<file path="src/rtl/hdp_pkg.sv">
package hdp_pkg;

    typedef enum logic [1:0] {
        SEL_DATA = 2'd0,
        SEL_ADDR = 2'd1,
        SEL_CFG  = 2'd2,
        SEL_STAT = 2'd3
    } host_sel_e;

    typedef enum logic [1:0] {
        SP_DATA = 2'd0,
        SP_PERI = 2'd1,
        SP_PROG = 2'd2,
        SP_EXT  = 2'd3
    } space_e;

    localparam int CFG_AUTOINC = 1;
    localparam int CFG_RUN     = 4;
    localparam int CFG_REG_LO  = 12;
    localparam int PERI_AW     = 11;
    localparam int BURST_W     = 5;
    localparam logic [1:0] UNIT_BYTE = 2'd0;
    localparam logic [1:0] UNIT_NONE = 2'd3;
    localparam logic [1:0] CODE_ENDLESS = 2'd3;

    typedef struct packed {
        logic        valid;
        logic        live;
        logic        narrow;
    } resp_t;

    function automatic logic [BURST_W-1:0] burst_words(input logic [1:0] code);
        case (code)
            2'd0:    return BURST_W'(1);
            2'd1:    return BURST_W'(8);
            2'd2:    return BURST_W'(16);
            default: return '0;
        endcase
    endfunction

    function automatic logic [15:0] fmt_read(input logic narrow, input logic [31:0] r);
        return narrow ? {8'h00, r[7:0]} : r[15:0];
    endfunction

    function automatic logic [15:0] pack_status(input logic has_data, input logic is_full,
                                                input logic [1:0] code);
        logic [15:0] s;
        s      = 16'h0100;
        s[0]   = has_data;
        s[6]   = has_data;
        s[5]   = is_full;
        s[3:2] = code;
        return s;
    endfunction

endpackage

</file>
<file path="src/rtl/hdp_fifo.sv">
module hdp_fifo #(
    parameter int DEPTH = 16,
    parameter int W     = 16,
    localparam int PW   = $clog2(DEPTH),
    localparam int CW   = $clog2(DEPTH + 1)
) (
    input  logic          clk,
    input  logic          rst,
    input  logic          flush,
    input  logic          push,
    input  logic [W-1:0]  din,
    input  logic          pop,
    output logic [W-1:0]  head,
    output logic [CW-1:0] count,
    output logic          empty,
    output logic          full
);
    logic [W-1:0]  store [DEPTH];
    logic [PW-1:0] wp, rp;
    logic          do_push, do_pop;

    assign empty   = (count == '0);
    assign full    = (count == CW'(DEPTH));
    assign do_push = push && !full;
    assign do_pop  = pop && !empty;
    assign head    = store[rp];

    function automatic logic [PW-1:0] bump(input logic [PW-1:0] p);
        return (p == PW'(DEPTH - 1)) ? '0 : p + 1'b1;
    endfunction

    always_ff @(posedge clk) begin
        if (do_push && !flush) store[wp] <= din;
    end

    always_ff @(posedge clk) begin
        if (rst || flush) begin
            wp    <= '0;
            rp    <= '0;
            count <= '0;
        end else begin
            if (do_push) wp <= bump(wp);
            if (do_pop)  rp <= bump(rp);
            count <= count + CW'(do_push) - CW'(do_pop);
        end
    end

    assert_fifo_bounded_R7: assert property (@(posedge clk) disable iff (rst)
        count <= CW'(DEPTH));

    assert_pop_order_R7: assert property (@(posedge clk) disable iff (rst)
        (!flush && do_pop && !do_push) |=> count == $past(count) - 1'b1);

endmodule

</file>
<file path="src/rtl/hdp_route.sv">
module hdp_route import hdp_pkg::*; #(
    parameter int HI_W = 4,
    localparam int MAW = 16 + HI_W
) (
    input  logic [2:0]      region,
    input  logic [15:0]     addr,
    input  logic [HI_W-1:0] hi,
    input  logic            is_write,
    input  logic [1:0]      xp_chan,
    input  logic            xp_dir,
    input  logic [1:0]      xp_unit,
    output logic            hit,
    output logic            live,
    output space_e          space,
    output logic [MAW-1:0]  maddr
);
    always_comb begin
        hit   = 1'b1;
        live  = 1'b1;
        space = SP_DATA;
        case (region)
            3'd0: space = SP_DATA;
            3'd1: space = SP_PERI;
            3'd5: space = SP_PROG;
            3'd7: begin
                space = SP_EXT;
                live  = (xp_chan == 2'd0) && (xp_dir == is_write) && (xp_unit != UNIT_NONE);
            end
            default: begin
                hit  = 1'b0;
                live = 1'b0;
            end
        endcase
        if (space == SP_PERI) maddr = MAW'(addr[PERI_AW-1:0]);
        else                  maddr = {hi, addr};
    end
endmodule

</file>
<file path="src/rtl/hdp_prefetch.sv">
module hdp_prefetch import hdp_pkg::*; (
    input  logic       clk,
    input  logic       rst,
    input  logic       start,
    input  logic       cancel,
    input  logic [1:0] code,
    input  logic       hold,
    input  logic       room,
    output logic       step,
    output logic       busy
);
    logic [BURST_W-1:0] left;
    logic               endless;

    assign busy = endless || (left != '0);
    assign step = busy && !hold && room;

    always_ff @(posedge clk) begin
        if (rst || cancel) begin
            left    <= '0;
            endless <= 1'b0;
        end else if (start) begin
            left    <= burst_words(code);
            endless <= (code == CODE_ENDLESS);
        end else if (step && !endless) begin
            left <= left - 1'b1;
        end
    end

    assert_left_only_falls_R6: assert property (@(posedge clk) disable iff (rst)
        !start |=> left <= $past(left));

    assert_cancel_stops_R5: assert property (@(posedge clk) disable iff (rst)
        cancel |=> !busy);

endmodule

</file>
<file path="src/rtl/hdp_data_port.sv">
module hdp_data_port import hdp_pkg::*; #(
    parameter int HI_W  = 4,
    parameter int DEPTH = 16
) (
    input  logic                 clk,
    input  logic                 rst,
    input  logic                 host_wr,
    input  logic                 host_rd,
    input  logic [1:0]           host_sel,
    input  logic [15:0]          host_wdata,
    output logic [15:0]          host_rdata,
    output logic                 irq,
    input  logic [HI_W-1:0]      hi_addr,
    input  logic [1:0]           xp_chan,
    input  logic                 xp_dir,
    input  logic [1:0]           xp_unit,
    output logic                 mem_req,
    output logic                 mem_we,
    output logic [1:0]           mem_space,
    output logic [16+HI_W-1:0]   mem_addr,
    output logic [1:0]           mem_unit,
    output logic [15:0]          mem_wdata,
    input  logic [31:0]          mem_rdata
);
    localparam int MAW = 16 + HI_W;
    localparam int CW  = $clog2(DEPTH + 1);

    host_sel_e        sel;
    logic             wr_data, wr_addr, wr_cfg, wr_stat, rd_data;
    logic [15:0]      addr_q, cfg_q;
    logic [1:0]       code_q;
    logic             irq_q;
    logic             hit, live;
    space_e           space;
    logic [MAW-1:0]   maddr;
    logic             burst_start, burst_cancel;
    logic             pf_step, pf_busy, room;
    logic [CW:0]      occ, count_after;
    logic [CW-1:0]    f_count;
    logic [15:0]      f_head;
    logic             f_empty, f_full, f_push, f_pop;
    resp_t            rsp_q;

    assign sel     = host_sel_e'(host_sel);
    assign wr_data = host_wr && (sel == SEL_DATA);
    assign wr_addr = host_wr && (sel == SEL_ADDR);
    assign wr_cfg  = host_wr && (sel == SEL_CFG);
    assign wr_stat = host_wr && (sel == SEL_STAT);
    assign rd_data = host_rd && (sel == SEL_DATA);

    assign burst_start  = wr_cfg && host_wdata[CFG_RUN];
    assign burst_cancel = wr_cfg && !host_wdata[CFG_RUN];

    hdp_route #(.HI_W(HI_W)) u_route (
        .region   (cfg_q[CFG_REG_LO +: 3]),
        .addr     (addr_q),
        .hi       (hi_addr),
        .is_write (wr_data),
        .xp_chan  (xp_chan),
        .xp_dir   (xp_dir),
        .xp_unit  (xp_unit),
        .hit      (hit),
        .live     (live),
        .space    (space),
        .maddr    (maddr)
    );

    assign occ  = (CW+1)'(f_count) + (CW+1)'(rsp_q.valid);
    assign room = occ < (CW+1)'(DEPTH);

    hdp_prefetch u_prefetch (
        .clk    (clk),
        .rst    (rst),
        .start  (burst_start),
        .cancel (burst_cancel),
        .code   (code_q),
        .hold   (host_wr),
        .room   (room),
        .step   (pf_step),
        .busy   (pf_busy)
    );

    assign mem_req   = (wr_data || pf_step) && live;
    assign mem_we    = wr_data;
    assign mem_space = space;
    assign mem_addr  = maddr;
    assign mem_unit  = xp_unit;
    assign mem_wdata = host_wdata;

    assign f_push = rsp_q.valid;
    assign f_pop  = rd_data;

    hdp_fifo #(.DEPTH(DEPTH), .W(16)) u_fifo (
        .clk   (clk),
        .rst   (rst),
        .flush (burst_cancel),
        .push  (f_push),
        .din   (rsp_q.live ? fmt_read(rsp_q.narrow, mem_rdata) : 16'h0000),
        .pop   (f_pop),
        .head  (f_head),
        .count (f_count),
        .empty (f_empty),
        .full  (f_full)
    );

    assign count_after = (CW+1)'(f_count) + (CW+1)'(f_push)
                       - (CW+1)'(f_pop && !f_empty);

    always_ff @(posedge clk) begin
        if (rst) begin
            rsp_q <= '0;
        end else begin
            rsp_q.valid  <= pf_step;
            rsp_q.live   <= live;
            rsp_q.narrow <= (space == SP_EXT) && (xp_unit == UNIT_BYTE);
        end
    end

    always_ff @(posedge clk) begin
        if (rst) begin
            addr_q <= '0;
            cfg_q  <= '0;
            code_q <= '0;
            irq_q  <= 1'b0;
        end else begin
            if (wr_addr)
                addr_q <= host_wdata;
            else if ((wr_data || pf_step) && hit && cfg_q[CFG_AUTOINC])
                addr_q <= addr_q + 16'd1;
            if (wr_cfg)  cfg_q  <= host_wdata;
            if (wr_stat) code_q <= host_wdata[3:2];
            irq_q <= (wr_data && hit) || burst_start
                   || (rd_data && !burst_cancel && (count_after != '0));
        end
    end

    assign irq = irq_q;

    always_comb begin
        case (sel)
            SEL_DATA: host_rdata = f_empty ? 16'h0000 : f_head;
            SEL_ADDR: host_rdata = addr_q;
            SEL_CFG:  host_rdata = cfg_q;
            default:  host_rdata = pack_status(!f_empty, f_full, code_q);
        endcase
    end

    assert_req_needs_region_R2: assert property (@(posedge clk) disable iff (rst)
        mem_req |-> hit);

    assert_peri_addr_cut_R2: assert property (@(posedge clk) disable iff (rst)
        (mem_req && mem_space == SP_PERI) |-> (mem_addr[MAW-1:PERI_AW] == '0));

    assert_read_not_with_write_R11: assert property (@(posedge clk) disable iff (rst)
        (mem_req && !mem_we) |-> !host_wr);

    assert_no_prefetch_idle_R5: assert property (@(posedge clk) disable iff (rst)
        pf_step |-> pf_busy);

endmodule

</file>
<file path="config.mk">
export PLATFORM = sky130hd
export DESIGN_NAME = hdp_data_port
export DESIGN_NICKNAME = d
export VERILOG_FILES = /design/src/rtl/hdp_pkg.sv /design/src/rtl/hdp_fifo.sv /design/src/rtl/hdp_route.sv /design/src/rtl/hdp_prefetch.sv /design/src/rtl/hdp_data_port.sv
export SDC_FILE = /design/constraint.sdc
export NUM_CORES = 1
export LEC_CHECK = 0
export BUFFER_PORTS_ARGS = -buffer_cell sky130_fd_sc_hd__buf_2
export CORE_ASPECT_RATIO = 0.75
export CORE_UTILIZATION = 34
export DETAILED_ROUTE_END_ITERATION = 7
export PLACE_DENSITY_LB_ADDON = 0.12
export SYNTH_ARGS = -nofsm -noshare
export SYNTH_HDL_FRONTEND = slang
export SYNTH_SLANG_ARGS = --single-unit
</file>
<file path="constraint.sdc">
create_clock -name clk -period 2.84 [get_ports clk]
set_input_delay 0.284 -clock clk [delete_from_list [all_inputs] [get_ports clk]]
set_output_delay 0.284 -clock clk [all_outputs]
set_load 0.02 [all_outputs]
</file>
Word level (Yosys, flattened, before mapping)

Memories as Yosys holds them, arrays and structs flattened. A register that Yosys moved wholly into a read port is not among the register bits.
Index checks and enable logic that the tools add are counted.
W data, S select, Z words.

Output and inout port bits: 59
Bits in registers: 57
Bits in writable memories: 256
Memories kept: 1
Word-level logic and storage cells: 102
Bits of input ports: 63

Reduce and logical (&&, ||, !) cells: 45
Add/sub/neg operators: 8
Magnitude comparators: 1
Multiplexer cells: 19
Eq/ne operators: 16

Memories:

| name         | words | bits a word | read ports | clocked after Yosys merged registers in | write ports | line           | RTL |
|---|---|---|---|---|---|---|---|
| u_fifo.store | 16    | 16          | 1          | 1                                       | 1           | hdp_fifo.sv:18 | `logic [W-1:0] store [DEPTH];` |

Operators with widths:

| kind                    | count |
|---|---|
| $mux W16                | 5 |
| $pmux W16 S3            | 1 |
| $logic_and A1 B1 Y1     | 22 |
| $mux W20                | 1 |
| $add A16 B1 Y16 const B | 1 |
| $mux W4                 | 4 |
| $pmux W5 S3             | 1 |
| $eq A2 B2 Y1 const B    | 5 |
| $mux W5                 | 2 |
| $add A4 B1 Y4 const B   | 2 |
| $eq A4 B4 Y1 const B    | 2 |
| $logic_not A2 Y1        | 4 |
| $add A5 B1 Y6           | 1 |
| $eq A2 B1 Y1 const B    | 3 |
| $eq A3 B3 Y1 const B    | 2 |
| $logic_not A1 Y1        | 6 |
| $lt A6 B5 Y1 const B    | 1 |
| $pmux W2 S3             | 1 |
| $reduce_bool A6 Y1      | 1 |
| $sub A6 B1 Y6           | 1 |
| $add A5 B1 Y5           | 1 |
| $eq A5 B5 Y1 const B    | 1 |
| $logic_not A5 Y1        | 1 |
| $logic_or A1 B1 Y1      | 5 |
| other kinds (12)        | 15 |

Logic depth before layout (Yosys ltp)

Gate-level depths: netlist of run 1.

Depth after elaboration: 9
Mapped depth: 16
Depth with buffers taken out: 16

Cells and area by module

From an unflattened synthesis of run 1, not the netlist that was laid out.

Cells, all modules: 896
Area total of the unflattened synthesis: 13675.6 sq um

By module, submodules not included:

| module        | area each (sq um) | sequential area each (sq um) | cells an instance | instances |
|---|---|---|---|---|
| hdp_fifo      | 10607.7           | 8027.7                       | 504               | 1 |
| hdp_data_port | 2473.6            | 760.7                        | 319               | 1 |
| hdp_prefetch  | 357.8             | 120.1                        | 42                | 1 |
| hdp_route     | 236.5             | 0.0                          | 31                | 1 |

Least setup slack after synthesis of run 1

Ideal clock, no wire load.

Path kind: flip-flop to flip-flop
Start: register u_fifo.count[2]
End: register u_fifo.count[4]
Setup time: 72 ps
Setup slack: 30 ps
Path buffers: 0
Stages on the path, launching flop included: 17
Clock period less this slack: 2810 ps
Arrival time: 2738 ps
Cell sequence: dfxtp_1 inv_1 ha_1 or4b_1 and2_4 nand2_1 inv_2 ha_1 inv_1 ha_1 inv_1 fa_1 inv_1 a21oi_1 nor2_1 or3_1 a21oi_1

Cells in the longest elaborated chain, start to end: 5
Elaborated cells on any way between the ends: 8
Those cells by class: 2 x add/sub; 1 x eq/ne; 5 x reduce/logical

RTL lines:

| element                | line           | RTL |
|---|---|---|
| from (decl)            | hdp_fifo.sv:14 | `output logic [CW-1:0] count,` |
| from (signal assigned) | hdp_fifo.sv:44 | `count <= count + CW'(do_push) - CW'(do_pop);` |
| $eq A5 B5 Y1           | hdp_fifo.sv:23 | `assign full = (count == CW'(DEPTH));` |
| $logic_not A1 Y1       | hdp_fifo.sv:24 | `assign do_push = push && !full;` |
| $logic_and A1 B1 Y1    | hdp_fifo.sv:24 |  |
| $add A5 B1 Y5          | hdp_fifo.sv:44 |  |
| $sub A5 B1 Y5 *        | hdp_fifo.sv:44 |  |

Mark *: on every way between the ends. The rest lies on a longest branch, timed or not.
A chain may end at the register's enable or synchronous reset.

Worst setup path in the final report of run 1

Start: register u_fifo.count[2]
End: output host_rdata[0]

Cells in the longest elaborated chain, start to end: 3
Elaborated cells on any way between the ends: 4
Those cells by class: 2 x mux; 2 x reduce/logical

RTL lines:

| element                                             | line                                       | RTL |
|---|---|---|
| $logic_not A5 Y1 *                                  | hdp_fifo.sv:22                             | `assign empty = (count == '0);` |
| $mux W16 / $logic_not A1 Y1 (equally long branches) | hdp_data_port.sv:141, hdp_data_port.sv:144 |  |
| $pmux W16 S3 *                                      | hdp_data_port.sv:140                       | `case (sel)` |
| to (decl)                                           | hdp_data_port.sv:11                        | `output logic [15:0] host_rdata,` |

Marks and branches as above.

==> summary.md, run 1 <==
| Metric | Value |
|---|---|
| Status | complete, but fails checks |
| Failing checks | DRC |
| # DRC | 2 |
| Post-synth ARST share | 0% |
| RSZ-0062 raised after global routing | yes |
| Setup Crit Path Kind | reg -> out |
| Share of cells above drive strength 1 | 35.43% |
| IO Pins | 122 |
| H-tree depth | 2 |
| Post-synthesis simple-gate area fraction | 8.561% |
| Finished Cell Area | 0.01654 mm² |
| Ys flop type | edfxtp_1 |
| NumNets Final | 1,145 |
| Vias | 8,254 |
| Post-route ant nets | 0 |
| Hold crit path type | in -> reg |
| Slack of the critical path | 12.42 ps |
| Input/output buffers | 105 |
| Vias in the first global route | 8,216 |
| Synth area leader | edfxtp_1 |
| WL/cell | 23.11 µm |
| Root Buffer | clkbuf_16 |
| Final setup fails | 0 |
| FF+latch count, synth | 317 |
| Main combinational cell family by area after synthesis | multiplexers |
| Post-synthesis mux area share | 13.16% |
| RePlAce Congestion | 0.8105 |
| Ant. Diodes | 0 |
| Worst-skew pair later-pin latency | 520 ps |
| Fillers | 3,639 |
| Leading post-synthesis cells by cell area | edfxtp_1 (56%), mux4_2 (11%), dfxtp_1 (8.9%) |
| Total chip power | 11.64 mW |
| Cell Rows | 63 |
| YS warnings | 0 |
| Post-Route Skew | 13.36 ps |
| Placed cell count | 1,531 |
| DIE AREA | 0.04114 mm² |
| Slew Viols, Final | 0 |
| Post-synthesis compound-gate area fraction | 6.662% |
| WP data required | 2560 ps |
| Leak | 5.648 nW |
| Core footprint | 0.03965 mm² |
| Cells after Synth | 909 |
| WP data arrival | 2540 ps |
| Core Util, Final | 41.71% |
| Synth top area share | 56.07% |
| Total grt overflow | 0 |
| Pre-CTS setup slack | 28.32 ps |
| TritonCTS clock tree | built |
| Post-Synth Adder-Cell Area | 1.971% |
| Total track usage | 18.40% |
| Final hold viol count | 0 |
| Multi-input logic area | 0.004552 mm² |
| Vert. Die Dim | 175.9 µm |
| DP Area | 0.01505 mm² |
| Post-Synth XOR/XNOR Area | 0.9583% |
| Cell Pwr Density | 703.9 mW/mm² |
| Type of origin of the critical path | flip-flop |
| Cts bufs inserted | 34 |
| Max_cap viols | 0 |
| First DRT Iteration DRCs | 715 |
| Tcrit/Tclk final | 99.56% |
| Post-synth EDFFs | 256 |
| Largest net degree at the start of global routing | 33 |
| Crit-path max FO | 7 |
| Share of the yosys chip area belonging to registers | 64.98% |
| Max Clk Rate | 353.7 MHz |
| CTS Sinks | 317 |
| Vias/cell | 5.156 |
| Max clock buf depth | 3 |
| Area Overhead vs Synth | 20.63% |
| Worst vdd ir | 0.3185 mV |
| Final non-filler cell total | 1,601 |
| Clock slew at reported path FFs | 60 ps |
| Minimum clock period | 2828 ps |
| Crit. End Element | primary output |
| WL final | 36.99 mm |
| Mean Syn Cell Area | 15.08 µm² |
| Headroom to the max-slew limit | 35.56% |
| First-pass GRT wire length | 54.89 mm |
| Initial antenna violation count | 2 |
| Die X | 233.9 µm |
| Number of distinct library cells after synthesis | 73 |
| Register area | 0.008920 mm² |
| Post-DP HPWL | 24.30 mm |
| Synth Cell Area | 0.01371 mm² |
| Hold_buf cts | 0 |
| Initial Utilization | 34.58% |
| Syn Nets | 993 |
| Worst-Margin Slew | 964.5 ps |
| Drt pass-1 iters | 8 |
## power by group
| part | internal, mW | leakage (nW) | switching [mW] | total, mW |
|---|---|---|---|---|
| Sequential | 5.19 | 2.84 | 0.123 | 5.31 |
| Clock | 2.44 | 0.505 | 1.79 | 4.23 |
| Combinational | 0.941 | 2.30 | 1.16 | 2.10 |
| Total | 8.57 | 5.65 | 3.07 | 11.6 |
## state kept, by name (all words and copies together) (netlist names), named ones only
register / count
u_fifo.rp: 4
addr_q: 16
code_q: 2
u_fifo.store: 256
u_fifo.count: 5
irq: 1
u_prefetch.endless: 1
rsp_q: 2
u_prefetch.left: 5
u_fifo.wp: 4
cfg_q: 16
f_push: 1
## cell type report
cell class,instances,area share (%)
flip-flops and latches,317,53.94
multi-input cells,500,27.53
repair buffers,185,7.801
clock buffers,43,5.735
well taps,520,3.934
clock inverters,13,0.5448
inverters,23,0.5221
## through the flow
step	hold WS [ps]	TNS (ps)
after global placement	442.9	0
after global routing	32.52	-501.7
after CTS	1.602	-12.77
after floorplan	408.2	0
after detailed placement	446.9	0
final	20.13	0
## path summary, 6_finish.rpt
kind / endpoint / cells after the start / startpoint / slack, ps
max reg2reg: u_fifo.count[4] / 16 / u_fifo.count[2] / 160
max: host_rdata[0] / 11 / u_fifo.count[2] / 10
min: addr_q[13] / 3 / host_wdata[13] / 20
min reg2reg: cfg_q[6] / 2 / cfg_q[6] / 460
## worst max-delay path, cell delays in order, from the launching register on
cell	delay [ps]
dfxtp_2	320
inv_2	70
ha_4	130
or4b_4	460
and2_4	160
buf_6	120
nand2_8	80
buf_12	150
nor2_4	40
a221oi_2	210
o21ai_2	130
buf_6	150
## synthesized netlist by cell type, drive strengths merged, types with 2 or more instances
master,count
edfxtp,256
nand2,73
mux4,64
nor2,63
dfxtp,61
buf,52
a21oi,34
mux2i,34
o21ai,25
inv,23
and2,22
ha,20
clkbuf,17
nand3,15
nor2b,15
a22oi,14
nand2b,10
xnor2,9
a21o,8
a221oi,8
and3,8
o221ai,7
xor2,6
nand4,5
nor3,5
o31ai,5
a211oi,4
nor4,4
o211ai,4
o22ai,4
a311oi,3
nand3b,3
nand4b,3
a31oi,2
mux2,2
or3,2
or4,2
## per-layer routing
metal	global-route usage (%)	share of wire [%]
met5	0	0
met4	4.437	1.6
met3	2.532	4.0
met2	27.66	45
met1	27.89	49
## what timing repair did
| action | CTS | global route |
|---|---|---|
| gates resized for setup | 52 | 32 |
| buffers inserted | 7 | 7 |
| endpoints found under the setup margin | 16 | 17 |
| pin swaps | 2 | 6 |
## cells in the final DEF (no fill, tap or decap), types with 14 or more instances in the layout
cell type and n:
clkbuf_16 37, edfxtp_1 256, mux2i_1 26, nand3_1 14, nor2_1 43, nor2b_1 14
a21oi_1 30, nand2_1 69, inv_1 17, nor2_2 17, and2_1 21, mux4_2 64
ha_1 16, dfxtp_1 56, buf_4 79, buf_2 92, a22oi_1 14
## kinds of logic (layout without fill, tap and decap cells)
kind of cell    Yosys count  after routing
compound gates          130            130
xor+xnor                 15             15
fa+ha+maj                21             21
buf+inv                  92            264
flops                   317            317
mux                     100            100
simple gates            234            234
Power figures use the tool's default switching activity.
==> inputs of run 2 (changes only) <==
--- a/config.mk
+++ b/config.mk
@@ -8,6 +8,7 @@
 export BUFFER_PORTS_ARGS = -buffer_cell sky130_fd_sc_hd__buf_2
 export CORE_ASPECT_RATIO = 0.75
 export CORE_UTILIZATION = 34
+export CTS_CLUSTER_SIZE = 8
 export DETAILED_ROUTE_END_ITERATION = 7
 export PLACE_DENSITY_LB_ADDON = 0.12
 export SYNTH_ARGS = -nofsm -noshare
==> constraint.sdc (replaced) <==
create_clock -name clk -period 3.1 [get_ports clk]
set_input_delay 0.31 -clock clk [delete_from_list [all_inputs] [get_ports clk]]
set_output_delay 0.31 -clock clk [all_outputs]
set_load 0.02 [all_outputs]
==> summary.md, run 2 (same netlist as run 1, synthesis figures left out) <==
| Metric | Value |
|---|---|
| Finished Cell Area | 0.01628 mm² (-1.5%) |
| Minimum clock period | 3032 ps |
| NumNets Final | 1,131 (-1.2%) |
| Total grt overflow | 0 (unchanged) |
| Max clock buf depth | 3 (unchanged) |
| Failing checks | DRC |
| DIE AREA | 0.04114 mm² (unchanged) |
| CP peak stage delay | 490 ps (+30 ps) |
| Tcrit/Tclk final | 97.79% |
| Largest net degree at the start of global routing | 42 (+27%) |
| Top flop regs | u_fifo.store (256), addr_q (16), cfg_q (16) |
| Crit. End Element | primary output |
| Final hold viol count | 0 (unchanged) |
| Cell Rows | 63 (unchanged) |
| Cell Pwr Density | 674.7 mW/mm² (-4.1%) |
| TritonCTS clock tree | built |
| Setup Crit Path Kind | reg -> out |
| Root Buffer | clkbuf_16 |
| WL final | 36.93 mm (-0.18%) |
| Area Overhead vs Synth | 18.76% |
| CTS Sinks | 317 (unchanged) |
| Vert. Die Dim | 175.9 µm (unchanged) |
| Share of cells above drive strength 1 | 30.32% (-5.1 points) |
| Headroom to the max-slew limit | 23.55% (-12 points) |
| Post-Route Setup TNS | 0 ps (unchanged) |
| WP data required | 2790 ps (+230 ps) |
| Largest Register | u_fifo.store |
| DP Area | 0.01497 mm² (-0.55%) |
| Slew Viols, Final | 0 (unchanged) |
| Cell chain of the critical path | buf_4 > mux4_2 > mux2i_1 > nor2_1 > a221oi_2 > o21ai_1 > buf_2 |
| Vias | 8,136 (-1.4%) |
| WL/cell | 23.34 µm (+1.0%) |
| Core footprint | 0.03965 mm² (unchanged) |
| Input/output buffers | 105 (unchanged) |
| RSZ-0062 raised after global routing | no |
| RePlAce Congestion | 0.8448 (+4.2%) |
| Leak | 5.563 nW (-1.5%) |
| Initial antenna violation count | 2 (unchanged) |
| Crit-path max FO | 8 (+1) |
| Core Util, Final | 41.06% (-0.64 points) |
| Final non-filler cell total | 1,582 (-1.2%) |
| Worst vdd ir | 0.3519 mV (+10%) |
| Post-DP HPWL | 24.43 mm (+0.56%) |
| Fin Hold WS | 25.58 ps (+5.450 ps) |
| Max FFs per register | 256 (unchanged) |
| Drt pass-1 iters | 7 (-1) |
| # DRC | 5 (+3) |
| WP data arrival | 2720 ps (+180 ps) |
| Worst-Margin Slew | 1144 ps (+179.9 ps) |
| Die X | 233.9 µm (unchanged) |
| Type of origin of the critical path | flip-flop |
| Post-Route Skew | 14.20 ps (+0.8404 ps) |
| IO Pins | 122 (unchanged) |
| Status | complete, but fails checks |
| Hold crit path type | in -> reg |
| Cts bufs inserted | 45 (+32%) |
| Most frequent cells in the layout | edfxtp_1 (256), buf_2 (105), nand2_1 (70) |
| Final setup fails | 0 (unchanged) |
| First DRT Iteration DRCs | 604 (-16%) |
| Ant. Diodes | 0 (unchanged) |
| Initial Utilization | 34.58% (unchanged) |
| Clock slew at reported path FFs | 50 ps (about the same) |
| Post-route ant nets | 0 (unchanged) |
| Fillers | 3,663 (+0.66%) |
| Placed cell count | 1,515 (-1.0%) |
| Vias/cell | 5.143 (-0.25%) |
| Total track usage | 18.44% (+0.039 points) |
| Worst-skew pair later-pin latency | 560 ps (+40 ps) |
| Vias in the first global route | 8,255 (+0.47%) |
| Most common cell after layout, fill and taps aside | edfxtp_1 |
| First-pass GRT wire length | 54.77 mm (-0.21%) |
| Slowest-stage cell, CP | mux4_2 |
| Max Clk Rate | 329.9 MHz |
| Max_cap viols | 0 (unchanged) |
| H-tree depth | 2 (unchanged) |
## run 2: cell count changes in the layout (fill, tap and decap cells not counted), sizes merged
cell and delta:
buf -25, clkbuf +17, clkinv -9, clkinvlp -2
bufinv -1, inv +1
## run 2: where the power goes
part | switching, mW | internal, mW | total [mW] | leakage, nW
clock | 1.75 | 2.69 | 4.44 | 0.606
sequential | 0.125 | 4.76 | 4.88 | 2.84
combinational | 0.982 | 0.676 | 1.66 | 2.12
total | 2.86 | 8.13 | 11.0 | 5.56
## run 2: area by class of cell
type	count	area [µm²]	area share (%)
clock inverter	2	36.28	0.2229
timing repair buffer	160	1013	6.225
tap	520	650.6	3.996
multi-input combinational	500	4364	26.80
sequential	317	8917	54.77
clock buffer	60	1214	7.454
inverter	23	86.33	0.5302
## run 2: through the flow
step	total power, mW	setup WS [ps]
2_1_floorplan	6.068	290.4
5_1_grt	11.45	13.77
4_1_cts	11.10	6.223
6_report	10.99	68.47
3_5_place_dp	6.616	124.4
3_3_place_gp	6.615	164.0
## run 2: critical path, delay by kind of cell (launching register included)
family / cells / cell delay [ps]
AOI/OAI and AO/OA: 2 / 430
buffers and inverters: 2 / 390
DFF: 1 / 450
muxes: 2 / 810
and+or+nand+nor: 1 / 90
## run 2: final timing paths
kind | start | end | slack [ps] | cells past startpoint
min | host_wdata[13] | addr_q[13] | 30 | 3
min reg2reg | cfg_q[6] | cfg_q[6] | 460 | 2
max | flip-flop | host_rdata[0] | 70 | 7
max reg2reg | u_fifo.count[2] | u_fifo.count[4] | 220 | 16
## run 2: repair_timing
action,CTS,global route
gates resized for setup,2,5
setup buffers,5,0
hold buffers,0,0
endpoints found under the setup margin,11,9
## run 2: metal layers
metal | vias to the layer above | share of wire, % | routed length (µm) | GRT usage, %
li1 | 3738 | - | - | -
met1 | 4143 | 50 | 18420 | 28.01
met2 | 213 | 44 | 16170 | 27.11
met3 | 42 | 4.8 | 1755 | 3.279
met4 | 0 | 1.6 | 574 | 4.437
met5 | - | 0 | 0 | 0
==> inputs of run 3 (changes only) <==
--- a/config.mk
+++ b/config.mk
@@ -5,8 +5,9 @@
 export SDC_FILE = /design/constraint.sdc
 export NUM_CORES = 1
 export LEC_CHECK = 0
+export ABC_CLOCK_PERIOD_IN_PS = 3100
 export BUFFER_PORTS_ARGS = -buffer_cell sky130_fd_sc_hd__buf_2
-export CORE_ASPECT_RATIO = 0.75
+export CORE_ASPECT_RATIO = 0.6
 export CORE_UTILIZATION = 34
 export CTS_CLUSTER_SIZE = 8
 export DETAILED_ROUTE_END_ITERATION = 7
==> summary.md, run 3 (same netlist as run 1, synthesis figures left out) <==
| Metric | Value |
|---|---|
| Status | completed |
| Vert. Die Dim | 157.5 µm (-10%) |
| WP data required | 2790 ps (about the same) |
| Type of origin of the critical path | flip-flop |
| IO Pins | 122 (unchanged) |
| RePlAce Congestion | 0.8607 (+1.9%) |
| Largest net degree at the start of global routing | 23 (-45%) |
| Critical Path End | host_rdata[5] |
| Total grt overflow | 0 (unchanged) |
| Internal Power | 8.112 mW (-0.18%) |
| Total chip power | 10.98 mW (about the same) |
| Root Buffer | clkbuf_16 |
| Area Overhead vs Synth | 19.05% |
| Worst vdd ir | 0.2868 mV (-18%) |
| First-pass GRT wire length | 54.95 mm (+0.33%) |
| Drt pass-1 iters | 7 (unchanged) |
| Initial Utilization | 34.82% (+0.24 points) |
| NetSw | 2.869 mW (+0.34%) |
| Minimum clock period | 2947 ps (-84.13 ps) |
| Slew Viols, Final | 0 (unchanged) |
| Max_cap viols | 0 (unchanged) |
| TritonCTS clock tree | built |
| Crit path max-delay family | multiplexers |
| R2R cell count | 16 (unchanged) |
| Headroom to the max-slew limit | 18.32% (-5.2 points) |
| Ant. Diodes | 0 (unchanged) |
| CP Buf/Inv Count | 3 (+1) |
| Sequential Power Share | 44.5% (about the same) |
| Most frequent cells in the layout | edfxtp_1 (256), buf_2 (104), nand2_1 (71) |
| Input/output buffers | 105 (unchanged) |
| FF-to-FF Start | u_fifo.count[2] |
| DIE AREA | 0.04116 mm² (about the same) |
| Crit-path max FO | 6 (-2) |
| WL/cell | 23.66 µm (+1.4%) |
| CTS Sinks | 317 (unchanged) |
| Cell chain of the critical path | buf_12 > buf_4 > mux4_2 > mux2i_2 > o211ai_1 > a21oi_1 > a31oi_1 > buf_2 |
| Max clock buf depth | 3 (unchanged) |
| Most common cell after layout, fill and taps aside | edfxtp_1 |
| Share of cells above drive strength 1 | 30.63% (+0.31 points) |
| Worst-skew pair later-pin latency | 550 ps (about the same) |
| Switch share | 26.13% (+0.10 points) |
| Core footprint | 0.03938 mm² (-0.68%) |
| Crit. End Element | primary output |
| Post-Route Skew | 14.02 ps (-0.1813 ps) |
| Comb power frac | 15.4% (+0.3 points) |
| Post-DP HPWL | 25.18 mm (+3.1%) |
| Final hold viol count | 0 (unchanged) |
| Clock slew at reported path FFs | 60 ps (about the same) |
| Worst-Margin Slew | 1223 ps (+78.21 ps) |
| Slack of the critical path | 152.6 ps (+84.13 ps) |
| Vias | 8,262 (+1.5%) |
| Largest Register | u_fifo.store |
| Tcrit/Tclk final | 95.08% (-2.7 points) |
| WP depth | 8 (+1) |
| Die X | 261.2 µm (+12%) |
| Post-route ant nets | 0 (unchanged) |
| Clk pwr share | 40.2% (-0.3 points) |
| Max Clk Rate | 339.3 MHz (+2.9%) |
| WL final | 37.45 mm (+1.4%) |
| WP data arrival | 2640 ps (-80 ps) |
| Max FFs per register | 256 (unchanged) |
| Cell Pwr Density | 672.8 mW/mm² (-0.28%) |
| Cell Rows | 56 (-11%) |
| RSZ-0062 raised after global routing | no |
| H-tree depth | 2 (unchanged) |
| Setup Crit Path Kind | reg -> out |
| First DRT Iteration DRCs | 644 (+6.6%) |
| Vias/cell | 5.219 (+1.5%) |
| Slowest-stage cell, CP | mux4_2 |
| Final setup fails | 0 (unchanged) |
| NumNets Final | 1,131 (unchanged) |
| Initial antenna violation count | 0 (-2) |
| Hold crit path type | in -> reg |
| Top flop regs | u_fifo.store (256), addr_q (16), cfg_q (16) |
| Vias in the first global route | 8,048 (-2.5%) |
| Post-Route Setup TNS | 0 ps (unchanged) |
| RR Endpoint | u_fifo.count[4] |
| Pre-CTS setup slack | 120.6 ps (-3.781 ps) |
| Leak | 5.574 nW (+0.19%) |
| Total track usage | 18.53% (+0.092 points) |
| CP peak stage delay | 550 ps (+60 ps) |
| # DRC | 0 (-5) |
| Cts bufs inserted | 45 (unchanged) |
| R2R Setup Slk | 210 ps (about the same) |
==> run 3: layer usage <==
layer / part of all wire [%] / vias up / track usage [%]
met5: 0 / - / 0
met4: 1.7 / 0 / 4.125
met3: 5.0 / 53 / 3.575
met2: 42 / 196 / 25.99
met1: 51 / 4254 / 29.09
li1: - / 3759 / -
==> run 3: through the flow <==
step,std cells,cell area [µm²],hold WS (ps),util [%]
floorplan,909,13710,433.8,-
global placement,1517,14990,441.9,38.06
detailed placement,1517,14990,447.4,38.06
CTS,1583,16300,3.740,41.39
global route,1583,16320,32.88,41.45
finish,1583,16320,21.90,41.45
==> run 3: worst min-delay path by stage <==
stage	startpoint	endpoint	slack, ps	cells past startpoint
detailed placement	cfg_q[3]	cfg_q[3]	450	2
CTS	host_wdata[1]	cfg_q[1]	4	3
floorplan	cfg_q[2]	cfg_q[2]	430	2
global route	host_wdata[10]	cfg_q[10]	30	3
global placement	cfg_q[2]	cfg_q[2]	440	2
finish	host_wdata[1]	cfg_q[1]	20	3
==> run 3: timing repair <==
| action | CTS | global route |
|---|---|---|
| pin swaps | 0 | 0 |
| hold buffers | 1 | 0 |
| gates resized for setup | 4 | 10 |
| setup buffers | 4 | 0 |
| endpoints found under the hold margin | 1 | 0 |
| setup endpoints to repair | 6 | 6 |
==> run 3: power groups by stage <==
stage | logic, mW | registers, mW | clock network, mW
2_1_floorplan | 1.15 | 4.92 | 0
3_3_place_gp | 1.67 | 4.97 | 0
3_5_place_dp | 1.66 | 4.97 | 0
4_1_cts | 1.70 | 4.88 | 4.53
5_1_grt | 1.87 | 4.90 | 4.68
6_report | 1.69 | 4.88 | 4.41
==> run 3: layout make-up <==
| class | count | area, µm² |
|---|---|---|
| Clock buffer | 58 | 1196 |
| Clock inverter | 3 | 41.29 |
| Fill cell | 3655 | 23060 |
| Inverter | 23 | 86.33 |
| Multi-Input combinational cell | 500 | 4378 |
| Sequential cell | 317 | 8919 |
| Tap cell | 522 | 653.1 |
| Timing Repair Buffer | 160 | 1047 |
==> run 3: worst register-to-register path, stage by stage, from the launching register on <==
cell and delay [ps]:
dfxtp_2 330, inv_2 80, ha_1 160, or4b_4 480
and2_4 190, nand2_1 100, inv_2 70, ha_1 270
inv_1 40, ha_1 200, inv_1 70, fa_2 200
inv_1 40, a21oi_1 110, nor2_1 60, or3_1 300
a21oi_1 140
